<file path="config.mk">
export PLATFORM = sky130hd
export DESIGN_NAME = lane_stage_unit
export DESIGN_NICKNAME = d
export VERILOG_FILES = /design/src/rtl/stg_pkg.sv /design/src/rtl/stg_ctrl.sv /design/src/rtl/stg_addr.sv /design/src/rtl/stg_slots.sv /design/src/rtl/lane_stage_unit.sv
export SDC_FILE = /design/constraint.sdc
export NUM_CORES = 1
export LEC_CHECK = 0
export ABC_AREA = 1
export BUFFER_PORTS_ARGS = -buffer_cell sky130_fd_sc_hd__buf_2
export CAP_MARGIN = 0
export CORE_AREA = 3 3 251 253
export DETAILED_ROUTE_END_ITERATION = 16
export DIE_AREA = 0 0 254 256
export PLACE_DENSITY = 0.38
export REMOVE_ABC_BUFFERS = 1
export SETUP_SLACK_MARGIN = 0.5
export SKIP_CTS_REPAIR_TIMING = 1
export SKIP_LAST_GASP = 1
export SLEW_MARGIN = 20
export SYNTH_ARGS = -nofsm -noshare
export SYNTH_HDL_FRONTEND = slang
export SYNTH_SLANG_ARGS = --single-unit
</file>
<file path="constraint.sdc">
create_clock -name clk -period 5.6 [get_ports clk]
set_input_delay 0.28 -clock clk [delete_from_list [all_inputs] [get_ports clk]]
set_output_delay 0.28 -clock clk [all_outputs]
set_load 0.05 [all_outputs]
</file>
<file path="src/rtl/stg_pkg.sv">
`timescale 1ns/1ps
package stg_pkg;
    localparam int LANES  = 4;
    localparam int WORD_W = 32;
    localparam int ADDR_W = 14;
    localparam int RIDX_W = 5;
    localparam int SLOT_W = $clog2(LANES);
    localparam int BUS_W  = LANES * WORD_W;

    typedef enum logic [2:0] {
        OP_LD  = 3'd0,
        OP_ST  = 3'd1,
        OP_LDW = 3'd2,
        OP_LDR = 3'd3,
        OP_STR = 3'd4,
        OP_BC  = 3'd5,
        OP_LDX = 3'd6,
        OP_STX = 3'd7
    } op_e;

    typedef enum logic [2:0] {
        ST_IDLE,
        ST_ISSUE,
        ST_WAIT,
        ST_XFER,
        ST_DONE
    } fsm_e;

    typedef struct packed {
        op_e               op;
        logic [SLOT_W-1:0] slot;
        logic [ADDR_W-1:0] addr;
        logic [RIDX_W-1:0] rsel;
        logic [RIDX_W-1:0] ra;
        logic [RIDX_W-1:0] rb;
    } cmd_t;

    // lane-side transfer: no memory traffic
    function automatic logic is_reg_side(input op_e op);
        return (op == OP_LDR) || (op == OP_STR) || (op == OP_BC);
    endfunction

    function automatic logic is_store(input op_e op);
        return (op == OP_ST) || (op == OP_STX);
    endfunction

    // sum of two lane words, wrapped into the memory range
    function automatic logic [ADDR_W-1:0] wrap_add(input logic [WORD_W-1:0] a,
                                                   input logic [WORD_W-1:0] b);
        logic [WORD_W-1:0] s;
        s = a + b;
        return s[ADDR_W-1:0];
    endfunction
endpackage

</file>
<file path="src/rtl/stg_ctrl.sv">
`timescale 1ns/1ps
module stg_ctrl
    import stg_pkg::*;
(
    input  logic              clk,
    input  logic              rst,
    input  logic              cmd_valid,
    input  op_e               new_op,
    input  op_e               cur_op,
    output logic              accept,
    output logic [SLOT_W-1:0] beat,
    output logic              mem_issue,
    output logic              mem_write,
    output logic              capture,
    output logic              xfer,
    output logic              done
);
    localparam logic [SLOT_W-1:0] LAST_BEAT = SLOT_W'(LANES - 1);

    fsm_e state;

    always_ff @(posedge clk) begin
        if (rst) begin
            state <= ST_IDLE;
            beat  <= '0;
        end else begin
            unique case (state)
                ST_IDLE: begin
                    if (cmd_valid) begin
                        beat  <= '0;
                        state <= is_reg_side(new_op) ? ST_XFER : ST_ISSUE;
                    end
                end
                ST_ISSUE: state <= is_store(cur_op) ? ST_DONE : ST_WAIT;
                ST_WAIT: begin
                    if (cur_op == OP_LDW && beat != LAST_BEAT) begin
                        beat  <= beat + 1'b1;
                        state <= ST_ISSUE;
                    end else begin
                        state <= ST_DONE;
                    end
                end
                ST_XFER: state <= ST_DONE;
                ST_DONE: state <= ST_IDLE;
                default: state <= ST_IDLE;
            endcase
        end
    end

    always_comb begin
        accept    = (state == ST_IDLE) && cmd_valid;
        mem_issue = (state == ST_ISSUE);
        mem_write = mem_issue && is_store(cur_op);
        capture   = (state == ST_WAIT);
        xfer      = (state == ST_XFER);
        done      = (state == ST_DONE);
    end
endmodule

</file>
<file path="src/rtl/stg_addr.sv">
`timescale 1ns/1ps
module stg_addr
    import stg_pkg::*;
(
    input  cmd_t              cmd,
    input  logic [SLOT_W-1:0] beat,
    input  logic [BUS_W-1:0]  rd_a,
    input  logic [BUS_W-1:0]  rd_b,
    output logic [RIDX_W-1:0] raddr_a,
    output logic [RIDX_W-1:0] raddr_b,
    output logic [ADDR_W-1:0] addr
);
    logic [WORD_W-1:0] lane_a;
    logic [WORD_W-1:0] lane_b;

    // only the lane named by the slot field forms the indexed address
    assign lane_a = rd_a[cmd.slot*WORD_W +: WORD_W];
    assign lane_b = rd_b[cmd.slot*WORD_W +: WORD_W];

    assign raddr_a = (cmd.op == OP_STR) ? cmd.rsel : cmd.ra;
    assign raddr_b = cmd.rb;

    always_comb begin
        unique case (cmd.op)
            OP_LDX, OP_STX: addr = wrap_add(lane_a, lane_b);
            OP_LDW:         addr = cmd.addr + ADDR_W'(beat);
            default:        addr = cmd.addr;
        endcase
    end
endmodule

</file>
<file path="src/rtl/stg_slots.sv">
`timescale 1ns/1ps
module stg_slots
    import stg_pkg::*;
(
    input  logic              clk,
    input  logic              rst,
    input  logic              cap_en,
    input  logic [SLOT_W-1:0] cap_idx,
    input  logic [WORD_W-1:0] cap_data,
    input  logic              bulk_en,
    input  logic [BUS_W-1:0]  bulk_data,
    output logic [BUS_W-1:0]  slot_q
);
    for (genvar g = 0; g < LANES; g++) begin : g_slot
        logic [WORD_W-1:0] word_q;

        always_ff @(posedge clk) begin
            if (rst) begin
                word_q <= '0;
            end else if (bulk_en) begin
                word_q <= bulk_data[g*WORD_W +: WORD_W];
            end else if (cap_en && cap_idx == SLOT_W'(g)) begin
                word_q <= cap_data;
            end
        end

        assign slot_q[g*WORD_W +: WORD_W] = word_q;
    end
endmodule

</file>
<file path="src/rtl/lane_stage_unit.sv">
`timescale 1ns/1ps
module lane_stage_unit
    import stg_pkg::*;
(
    input  logic              clk,
    input  logic              rst,
    input  logic              cmd_valid,
    input  logic [2:0]        cmd_op,
    input  logic [SLOT_W-1:0] cmd_slot,
    input  logic [ADDR_W-1:0] cmd_addr,
    input  logic [RIDX_W-1:0] cmd_rsel,
    input  logic [RIDX_W-1:0] cmd_ra,
    input  logic [RIDX_W-1:0] cmd_rb,
    output logic              cmd_done,
    output logic              mem_req,
    output logic              mem_we,
    output logic [ADDR_W-1:0] mem_addr,
    output logic [WORD_W-1:0] mem_wdata,
    input  logic [WORD_W-1:0] mem_rdata,
    output logic [RIDX_W-1:0] rf_raddr_a,
    output logic [RIDX_W-1:0] rf_raddr_b,
    input  logic [BUS_W-1:0]  rf_rdata_a,
    input  logic [BUS_W-1:0]  rf_rdata_b,
    output logic              rf_we,
    output logic [RIDX_W-1:0] rf_waddr,
    output logic [BUS_W-1:0]  rf_wdata,
    output logic [BUS_W-1:0]  slot_q
);
    cmd_t              cmd_q;
    op_e               cur_op;
    logic              accept;
    logic [SLOT_W-1:0] beat;
    logic              mem_issue;
    logic              mem_write;
    logic              capture;
    logic              xfer;
    logic [WORD_W-1:0] sel_word;
    logic [SLOT_W-1:0] cap_idx;

    assign cur_op = cmd_q.op;

    // command latch: held for the whole transfer
    always_ff @(posedge clk) begin
        if (rst) begin
            cmd_q <= '0;
        end else if (accept) begin
            cmd_q <= '{op:   op_e'(cmd_op),
                       slot: cmd_slot,
                       addr: cmd_addr,
                       rsel: cmd_rsel,
                       ra:   cmd_ra,
                       rb:   cmd_rb};
        end
    end

    stg_ctrl u_ctrl (
        .clk       (clk),
        .rst       (rst),
        .cmd_valid (cmd_valid),
        .new_op    (op_e'(cmd_op)),
        .cur_op    (cur_op),
        .accept    (accept),
        .beat      (beat),
        .mem_issue (mem_issue),
        .mem_write (mem_write),
        .capture   (capture),
        .xfer      (xfer),
        .done      (cmd_done)
    );

    stg_addr u_addr (
        .cmd     (cmd_q),
        .beat    (beat),
        .rd_a    (rf_rdata_a),
        .rd_b    (rf_rdata_b),
        .raddr_a (rf_raddr_a),
        .raddr_b (rf_raddr_b),
        .addr    (mem_addr)
    );

    assign cap_idx = (cur_op == OP_LDW) ? beat : cmd_q.slot;

    stg_slots u_slots (
        .clk       (clk),
        .rst       (rst),
        .cap_en    (capture),
        .cap_idx   (cap_idx),
        .cap_data  (mem_rdata),
        .bulk_en   (xfer && cur_op == OP_STR),
        .bulk_data (rf_rdata_a),
        .slot_q    (slot_q)
    );

    assign sel_word  = slot_q[cmd_q.slot*WORD_W +: WORD_W];

    assign mem_req   = mem_issue;
    assign mem_we    = mem_write;
    assign mem_wdata = sel_word;

    assign rf_we     = xfer && (cur_op == OP_LDR || cur_op == OP_BC);
    assign rf_waddr  = cmd_q.rsel;
    assign rf_wdata  = (cur_op == OP_BC) ? {LANES{sel_word}} : slot_q;
endmodule

</file>
### Word-level counts from Yosys, hierarchy flattened

Cells that the tools add are included.

* add/subtract/negate cells: 3
* multipliers: 0
* divide/modulo/power cells: 0
* order comparisons: 0
* equal/unequal tests: 20
* shift-type cells: 3
* mux-type cells: 20
* bitwise operators: 0
* reduce and logical (&&, ||, !) cells: 22

Operator list (count)
* two-way mux 32 bit: 8
* variable part select 128 x 8 -> 14 bit: 2
* two-way mux 128 bit: 1
* variable part select 128 x 8 -> 32 bit: 1
* case mux 14 bit (2 select lines): 1
* == test 3 bit, second input constant: 7
* == test 3 x 2 -> 1 bit, second input constant: 5
* adder 14 bit: 1
* adder 14 x 2 -> 14 bit: 1
* case mux 3 bit (4 select lines): 1
* nonzero test 2 bit: 5
* logical AND 1 bit: 9
* two-way mux 3 bit: 3
* two-way mux 2 bit: 4
* == test 3 x 1 -> 1 bit, second input constant: 2
* != test 2 bit, second input constant: 3
* two-way mux 5 bit: 1
* == test 2 bit, second input constant: 2
* logical OR 1 bit: 4
* case mux 2 bit (2 select lines): 1
* logical NOT 3 bit: 1
* AND reduction 3 bit: 1
* adder 2 x 1 -> 2 bit, second input constant: 1
* == test 2 x 1 -> 1 bit, second input constant: 1
* other kinds (2): 2

* register bits: 167
* latch bits: 0
* memory bits (writable): 0
* ROM bits: 0
* input bits: 325
* output and inout port bits: 321
* logic and storage cells: 80
* memories: 0

### Longest topological paths before layout

Gate-level depths: netlist (run 1).

* depth after elaboration: 6
* depth in mapped cells: 17
* mapped depth without buffers: 14

### Modules after synthesis

A second synthesis (run 1) with hierarchy kept.

* cells, all modules: 2342
* area, all modules: 12969.9 um^2

By module, submodules not included
* stg_slots: instances 1, cells each 1115, area each 6706.4 um^2, sequential area each 2562.5 um^2
* lane_stage_unit: instances 1, cells each 716, area each 3632.2 um^2, sequential area each 680.7 um^2
* stg_addr: instances 1, cells each 450, area each 2258.4 um^2, sequential area each 0.0 um^2
* stg_ctrl: instances 1, cells each 61, area each 372.9 um^2, sequential area each 100.1 um^2

### Least setup slack after synthesis (run 1)

No wires, ideal clock.

* path kind: reg2out
* from: register cmd_q[29] in the netlist's numbering
* to: output mem_addr[8]
* arrival time: 3648 ps
* data required time: 5320 ps
* slack: 1672 ps
* stages on the path, launching flop included: 17
* buffers on the path: 3
* cell sequence: dfxtp_1 -> inv_1 -> clkbuf_1 -> clkbuf_1 -> buf_1 -> nor2_1 -> o22ai_1 -> ha_1 -> inv_1 -> fa_1 -> inv_1 -> nand3_1 -> nand3_1 -> nand2_1 -> nand3_1 -> nor2_1 -> o21ai_0

* cells in the longest elaborated chain, start to end: 3
* elaborated cells on any way between the ends: 4
* classes of those cells: add/sub (1); shift (2); mux (1)

Ends and longest elaborated chain
* from (decl): RTL line lane_stage_unit.sv:29 `cmd_t cmd_q;`
* from (signal assigned): RTL line lane_stage_unit.sv:47 `cmd_q <= '{op: op_e'(cmd_op),`
* variable part select 128 x 8 -> 14 bit (on tied branches): RTL line stg_addr.sv:17, stg_addr.sv:18
* adder 14 bit (*): RTL line stg_pkg.sv:51 `s = a + b;`
* case mux 14 bit (2 select lines) (*): RTL line stg_addr.sv:24 `unique case (cmd.op)`
* to (decl): RTL line lane_stage_unit.sv:17 `output logic [ADDR_W-1:0] mem_addr,`

Every way passes the cells marked *; elsewhere a longest branch is shown, timed or not.

### Worst setup path in the final report (run 1)

Same ends and word-level chain as after synthesis.

==> metrics, run 1 <==
Die W ~250 um; Critical Path, Cell by Cell inv_4, buf_4, nand2_1, a32oi_1, inv_1, fa_1, inv_1, nand3_1, nand3_1, nand2_1, nand3_1, nor2_1, o21ai_0, buf_2; slack of the critical path 1.36 ns; #FFs+latches synth around 170; Avg Vias per Cell 4.81; GR Util All Layers 20.3%; initial core utilization between 15 and 20%; slowest cell on the critical path inv_4; Layout Utilization 25.9%; HPWL after DPL 49.3 mm; CTS tree done; CP Class register to output port; area of the core 0.0613 sq mm; R2R Setup Slk 2.24 ns; Fmax between 0.2 and 0.25 GHz; worst slack, placed about 1.8 ns; CP most frequent cell nand3_1; Yosys cell types 31; clk slew on worst S/H paths around 0.08 ns; Iteration-0 DRC Markers 908; worst r2r src cur_op[1]; number of max-cap violations 0; placed inst area 0.0152 sq mm; family with the most delay on the worst path buffers and inverters; sequential element share of the synthesized area 28.3%; most common cell after layout, fill and taps aside nand2_1; cell area power density about 340 mW/mm^2; Worst VDD drop ~0.22 mV; final WL 68.5 mm; Slew @ Worst Pin 1.07 ns; critical path peak fanout 47; cell area after layout about 0.016 sq mm; die height between 200 and 300 um; leading cell types in the layout, fill and taps excluded nand2_1 (576), buf_2 (572), o21ai_0 (314); Die ar. 0.0650 sq mm; ys async rst share 0%; cells after synthesis 2042; Max-slew headroom between 20 and 30%; Post-DRT Antenna Nets 0; Layout Skew 0.0127 ns; clock buffer depth 2; capture point of the worst path mem_addr[8]; Setup violations, final 0; pin count of the biggest net entering global routing 88; Post-synth EDFFs 0; io pins between 600 and 700; DRT Pass-1 Iters 6; Clk Latency, worst-skew pair between 0.4 and 0.5 ns; HP Class input pin to register; required time worst endpoint 5.32 ns; CTS H-tree depth 4; final hold vios 0; Final Net Count about 2800; root buffer cell clkbuf_16; via count 15888; Syn Std Cell Area 0.0118 sq mm; final global-route overflow total 0; DR DRC count 0; type of origin of the critical path register; Port Buffers 573; Final period util 75.7%; area delta synth->final 34.4%; dpl cells ~3300; initial antenna violation count 19; Max Slew Vio Count 0; ratio of cells with drive above 1 in the final layout 26.2%; Synthesis Warnings 0; CTS sink cnt between 150 and 200; RR Endpoint u_slots.g_slot[3].word_q[23]; Num CTS Buffers 17; status complete, no violations; vias in the first global route between 10000 and 15000; fill count 7126; WP depth 14; RSZ-0062 raised after global routing no; fin cells 3303; Synth Area per Inst 5.79 sq um; Leakage Power 8.05 nW; worst setup path start cmd_q[29]; Most used DFF post-synth dfxtp_1; biggest cell delay along the critical path 0.51 ns; Arr. time, crit path 3.96 ns; first-pass GRT wire length 99.7 mm; Final Critical Period 4.24 ns; WL per Instance roughly 21 um; Rows 91; Reg2Reg Depth 7; endpoint class of the critical path output port; Worst Path Buf+Inv 5; GPL Wtd Cong around 0.86; Worst Hold Margin 0.0646 ns
==> flip-flops by register name (all words and copies together) (netlist names) <==
name	cells
u_slots.g_slot.word_q	128
cur_op	3
cmd_q	26
u_ctrl.beat	2
rf_waddr	5
u_ctrl.state	3
==> layer usage <==
metal | vias to the layer above | GRT usage [%] | wire, um
met5 | - | 0 | 88
met4 | 12 | 5.53 | 1230
met3 | 76 | 4.42 | 4250
met2 | 498 | 35.9 | 34100
met1 | 7538 | 24.7 | 28800
li1 | 7764 | - | -
==> area by class of cell <==
type | instances | area, sq um | area share, %
well taps | 790 | 988 | 6.23
repair buffers | 599 | 3080 | 19.4
clock buffers | 17 | 425 | 2.68
flip-flops and latches | 167 | 3350 | 21.1
clock inverters | 15 | 163 | 1.02
multi-input cells | 1604 | 7470 | 47.0
inverters | 98 | 372 | 2.34
diodes | 13 | 32.5 | 0.205
==> per-stage QoR <==
step / TNS, ns / power, mW
floorplan: -822.43 / 3.25
global placement: 0 / 4.22
detailed placement: 0 / 4.22
CTS: 0 / 5.51
global route: 0 / 5.79
finish: 0 / 5.42
==> Yosys cell counts (6+ instances only) <==
cell      count  area, sq um
o22ai_1      39          244
nand4_1       6         37.5
nand3_1     298         1490
nand2_1     583         2190
buf_2        26          130
a21oi_1     194          971
o21ai_0     314         1570
buf_4        10         75.1
buf_1        16         60.1
ha_1         16          200
clkbuf_1    121          454
nor2_1      128          480
inv_1        96          360
dfxtp_1     167         3340
nor3_1        6         30.0
==> cell families (layout without fill, tap and decap cells) <==
logic type      count (synthesis)  count (layout)  share of synthesized area (%)
flops                         167             167                           28.3
other cells                     0              13                              0
simple gates                 1027            1027                           36.1
compound gates                559             559                           24.3
fa+ha+maj                      18              18                           2.03
buf+inv                       271             729                           9.20
==> power breakdown <==
part | switching, mW | leakage, nW | total (mW) | internal, mW
Combinational | 2.11 | 6.41 | 2.77 | 0.654
Clock | 0.619 | 0.286 | 1.25 | 0.632
Sequential | 0.122 | 1.36 | 1.41 | 1.28
==> worst reg2reg max path, stage by stage, from the launching register on <==
cell and delay [ns]:
dfxtp_1 0.32, inv_1 0.13, nand2_4 0.20, nor2_4 0.85
nand2_4 0.48, nand2_2 0.95, nand2_1 0.17, a21oi_1 0.18
==> worst min path at each step <==
stage | startpoint | endpoint | cells past startpoint
after global routing | cmd_rb[4] | cmd_q[4] | 3
after floorplan | rst | cmd_q[0] | 1
after global placement | cmd_q[8] | cmd_q[8] | 2
after CTS | cmd_rb[2] | cmd_q[2] | 3
final | cmd_rb[2] | cmd_q[2] | 3
after detailed placement | cmd_q[8] | cmd_q[8] | 2
Note: power is estimated with default switching activity, not from simulation.
==> run 2: changes to the inputs <==
==> constraint.sdc (replaced) <==
create_clock -name clk -period 4 [get_ports clk]
set_input_delay 0.2 -clock clk [delete_from_list [all_inputs] [get_ports clk]]
set_output_delay 0.2 -clock clk [all_outputs]
set_load 0.05 [all_outputs]
==> run 2 against run 1 <==
Net effect: the flow now finishes with violations (hold timing); sequential power up 38%; clock skew hardly changed; register-to-register slack lost 1.2 ns; count of clock-buffer cells in the layout increased by 3; clock power is 39% higher; combinational power grew 48%; routed wire length rose by 0.93%; largest cell class unchanged; highest routed layer unchanged.
==> metrics, run 2 (synthesis gave the netlist of run 1 again) <==
Max-slew headroom 34.7%; vias in the first global route 14939; biggest cell delay along the critical path 0.45 ns; Most flops, register u_slots.g_slot.word_q; Leakage Power 8.30 nW; CTS sink cnt 167; HP Class input pin to register; Arr. time, crit path between 3 and 4 ns; final global-route overflow total 0; Fmax 0.301 GHz; WP depth 14; DR DRC count 0; Slew @ Worst Pin 0.976 ns; Num CTS Buffers 17; HPWL after DPL 49.9 mm; DRT Pass-1 Iters 7; io pins 646; Worst Hold Margin -0.0110 ns; endpoint class of the critical path output port; max FFs per register 128; RSZ-0062 raised after global routing yes; via count approximately 16000; Storage cell area 0.00335 sq mm; ratio of cells with drive above 1 in the final layout 27.6%; Post-DRT Antenna Nets 0; Clk Latency, worst-skew pair 0.48 ns; Die ar. 0.0650 sq mm; initial antenna violation count 19; Die W 254 um; Avg Vias per Cell 4.82; Rows 91; Critical Path, Cell by Cell buf_2, o21ai_0, o22ai_1, ha_2, inv_1, fa_1, inv_1, nand3_1, nand3_2, nand2_1, nand3_1, nor2_1, o21ai_1, buf_4; area delta synth->final 39.2%; clock buffer depth 2; dpl cells 3272; clk slew on worst S/H paths 0.08 ns; critical path peak fanout 6; Multi-input gate area 0.00757 sq mm; initial core utilization 19.3%; root buffer cell clkbuf_16; status finished, violations left; final WL a little under 70 mm; Setup violations, final 0; CTS H-tree depth 4; fill count 7065; die height 256 um; CP Class register to output port; leading cell types in the layout, fill and taps excluded nand2_1 (576), buf_2 (565), o21ai_0 (312); first-pass GRT wire length 97.8 mm; CTS tree done; Port Buffers about 570; Layout Skew 0.0126 ns; WL per Instance 20.7 um; Iteration-0 DRC Markers 902; Final Net Count between 2000 and 3000; placed inst area 0.0154 sq mm; area of the core 0.0613 sq mm; cell area after layout between 0.015 and 0.02 sq mm; GR Util All Layers between 10% and 20%; Hold Path Depth 3; pin count of the biggest net entering global routing 134; Final period util 83.1%; Reg2Reg Depth 9; most common cell after layout, fill and taps aside nand2_1; failing checks hold timing; Final Critical Period 3.33 ns; Worst Path Buf+Inv 4; Worst VDD drop around 0.31 mV; Total Power approximately 8 mW; number of max-cap violations 0; fin cells 3341; cell area power density roughly 470 mW/mm^2; final hold vios 2; slowest cell on the critical path dfxtp_4; type of origin of the critical path register; required time worst endpoint 3.80 ns; family with the most delay on the worst path buffers and inverters; GPL Wtd Cong roughly 0.89; Max Slew Vio Count 0
==> run 2: cell types whose count changed in the layout (fill, tap and decap cells not counted), moves of 5 or more <==
cell | before | now
dlygate4sd3_1 | 0 | 11
o22ai_2 | 0 | 11
buf_12 | 1 | 7
buf_2 | 572 | 565
buf_4 | 26 | 43
ha_1 | 16 | 10
ha_2 | 0 | 5
o22ai_1 | 39 | 28
clkbuf_4 | 0 | 7
==> run 2: worst paths after layout <==
check                           slack [ns]                      endpoint  startpoint
worst max-delay path                  0.67                   mem_addr[8]   cmd_q[29]
worst max register to register        1.03  u_slots.g_slot[0].word_q[11]   cur_op[0]
worst min register to register        0.45                      cmd_q[7]    cmd_q[7]
worst min-delay path                 -0.01                      cmd_q[5]   cmd_ra[0]
==> run 2: metal layers <==
| metal | vias to the layer above | routed length [um] | GRT usage, % |
|---|---|---|---|
| met2 | 516 | 34700 | 35.4 |
| met5 | - | 99 | 0 |
| met4 | 14 | 1560 | 6.31 |
| li1 | 7849 | - | - |
| met3 | 98 | 4270 | 4.56 |
| met1 | 7636 | 28500 | 23.6 |
==> run 2: metrics by stage <==
step / setup TNS, ns / setup slack (ns) / hold WS, ns / util, %
floorplan: -1284.94 / -7.73 / 0.269 / -
global placement: 0 / 0.718 / 0.440 / 25.2
detailed placement: 0 / 0.757 / 0.443 / 25.2
CTS: 0 / 0.197 / -0.0711 / 26.1
global route: 0 / 0.462 / 0.00417 / 26.8
finish: 0 / 0.674 / -0.0110 / 26.9
==> run 2: layout make-up <==
| type | instances | share of cell area [%] |
|---|---|---|
| Multi-Input combinational cell | 1604 | 46.0 |
| Timing Repair Buffer | 637 | 21.5 |
| Sequential cell | 167 | 20.4 |
| Tap cell | 790 | 6.01 |
| Clock buffer | 20 | 2.72 |
| Inverter | 98 | 2.35 |
| Clock inverter | 12 | 0.814 |
| Antenna cell | 13 | 0.198 |
==> run 2: worst reg2reg max path: stages, from the launching register on <==
cell	delay, ns
dfxtp_1	0.48
clkinv_2	0.40
nand2_1	0.48
nand2_1	0.09
nand2_1	0.12
nand3_2	0.42
nand2_2	0.22
buf_4	0.41
nand2_1	0.14
a21oi_1	0.14
==> run 2: where the power goes <==
part / leakage [nW] / switching [mW] / internal (mW)
logic: 6.67 / 3.03 / 1.06
clock network: 0.279 / 0.842 / 0.896
registers: 1.36 / 0.152 / 1.80
==> run 3: changes to the inputs <==
==> constraint.sdc (replaced) <==
create_clock -name clk -period 3.3 [get_ports clk]
set_input_delay 0.165 -clock clk [delete_from_list [all_inputs] [get_ports clk]]
set_output_delay 0.165 -clock clk [all_outputs]
set_load 0.05 [all_outputs]
==> run 3 against run 2 <==
Net effect: the flow still finishes with violations (hold timing); sequential power up 21%; global-route usage up 0.57 points; routed wire length up 6.5%; critical path depth up 1; non-clock buffer count up 63; largest cell class unchanged.
==> metrics, run 3 (synthesis gave the netlist of run 1 again) <==
status finished, violations left; failing checks hold timing; root buffer cell clkbuf_16; HPWL after DPL 50.5 mm; Layout Utilization 29.6%; Max-slew headroom 31.7%; Critical Path, Cell by Cell buf_12, buf_12, buf_16, o21ai_2, o22ai_2, buf_6, ha_4, nand2_2, nor2_1, nand3_2, nand3_1, nand2_1, nand3_1, nand2_1, buf_6; Reg2Reg Depth 9; Most flops, register u_slots.g_slot.word_q; Setup violations, final 0; die height 256 um; final WL 73.7 mm; most common cell after layout, fill and taps aside buf_2; initial core utilization 19.3%; Clk Latency, worst-skew pair 0.49 ns; Final period util 93.2%; Layout Skew 0.0124 ns; clk slew on worst S/H paths 0.07 ns; Final Net Count 2933; biggest cell delay along the critical path between 0.3 and 0.4 ns; number of max-cap violations 0; DR DRC count 0; GR Util All Layers 20.5%; Arr. time, crit path 2.91 ns; io pins 646; Avg Vias per Cell 4.86; critical path peak fanout 8; Die W about 250 um; fin cells between 3000 and 4000; final hold vios 1; cell area after layout 0.0181 sq mm; area delta synth->final 53.3%; Fmax 0.325 GHz; Worst Hold Margin -0.00551 ns; Leakage Power 8.87 nW; type of origin of the critical path register; Max Slew Vio Count 0; clock buffer depth 2; initial antenna violation count 18; Worst VDD drop 0.418 mV; pin count of the biggest net entering global routing 134; CTS sink cnt between 150 and 200; Hold Path Depth 3; Num CTS Buffers 17; DRT Pass-1 Iters 5; Post-DRT Antenna Nets 0; cell area power density just under 600 mW/mm^2; leading cell types in the layout, fill and taps excluded buf_2 (536), nand2_1 (535), nand3_1 (284); Slew @ Worst Pin ~1.0 ns; endpoint class of the critical path output port; Final Critical Period 3.08 ns; required time worst endpoint 3.13 ns; CTS tree done; slack of the critical path approximately 0.22 ns; area of the core around 0.061 sq mm; fill count around 7000; HP Class input pin to register; final global-route overflow total 0; slowest cell on the critical path dfxtp_4; worst slack, placed ~0.18 ns; max FFs per register approximately 130; RSZ-0062 raised after global routing yes; Rows 91; Iteration-0 DRC Markers 924; CTS H-tree depth 4; placed inst area 0.0155 sq mm; via count 16529; GPL Wtd Cong about 0.90; dpl cells around 3300; first-pass GRT wire length just over 100 mm; WL per Instance 21.6 um; ratio of cells with drive above 1 in the final layout 33.0%; Die ar. about 0.065 sq mm; vias in the first global route 15207; CP Class register to output port; Port Buffers around 570
[run 3: cell types whose count changed in the layout (fill, tap and decap cells not counted), sizes merged]
cell	change
dlygate4sd3	+24
buf	+24
clkinvlp	-1
clkinv	+1
diode	-3
clkbuf	+15
bufinv	+1
inv	+1
[run 3: area by class of cell]
class                   instances  area, sq um  share of cell area [%]
repair buffers                700         4500                    24.8
clock inverters                12          159                   0.877
diodes                         10         25.0                   0.138
well taps                     790          988                    5.46
repair inverters                2         17.5                  0.0967
multi-input cells            1604         8230                    45.4
inverters                      98          400                    2.21
clock buffers                  20          447                    2.47
flip-flops and latches        167         3350                    18.5
[run 3: report_power, final]
part | internal, mW | leakage (nW) | switching, mW
clock | 1.16 | 0.293 | 1.02
sequential | 2.18 | 1.36 | 0.174
combinational | 1.98 | 7.23 | 4.22
[run 3: worst max-delay path: cells and delay by family (launching register included)]
kind,cells,cell delay [ns]
fa+ha+maj,1,0.30
compound gates,2,0.26
simple gates,7,0.76
flops,1,0.38
buf+inv,5,0.74
[run 3: worst paths after layout]
check / slack [ns] / to / startpoint
min reg2reg: 0.45 / cmd_q[6] / cmd_q[6]
min: -0.006 / cmd_q[15] / cmd_addr[0]
max: 0.22 / mem_addr[12] / cmd_q[29]
max reg2reg: 0.96 / u_slots.g_slot[0].word_q[13] / cur_op[0]
[run 3: layer usage]
layer  routed length (um)  share of wire, %  track usage (%)  vias up
met5                  103              0.14                0        -
met4                 1440               2.0             4.97       16
met3                 4140               5.6             4.28       80
met2                37100                50             36.7      518
met1                30900                42             24.9     7929
li1                     -                 -                -     7986
[run 3: stage by stage]
| step | power [mW] | setup TNS (ns) |
|---|---|---|
| finish | 10.7 | 0 |
| global placement | 7.26 | 0 |
| floorplan | 5.52 | -1495.64 |
| CTS | 9.52 | -2.51 |
| detailed placement | 7.29 | 0 |
| global route | 11.4 | 0 |
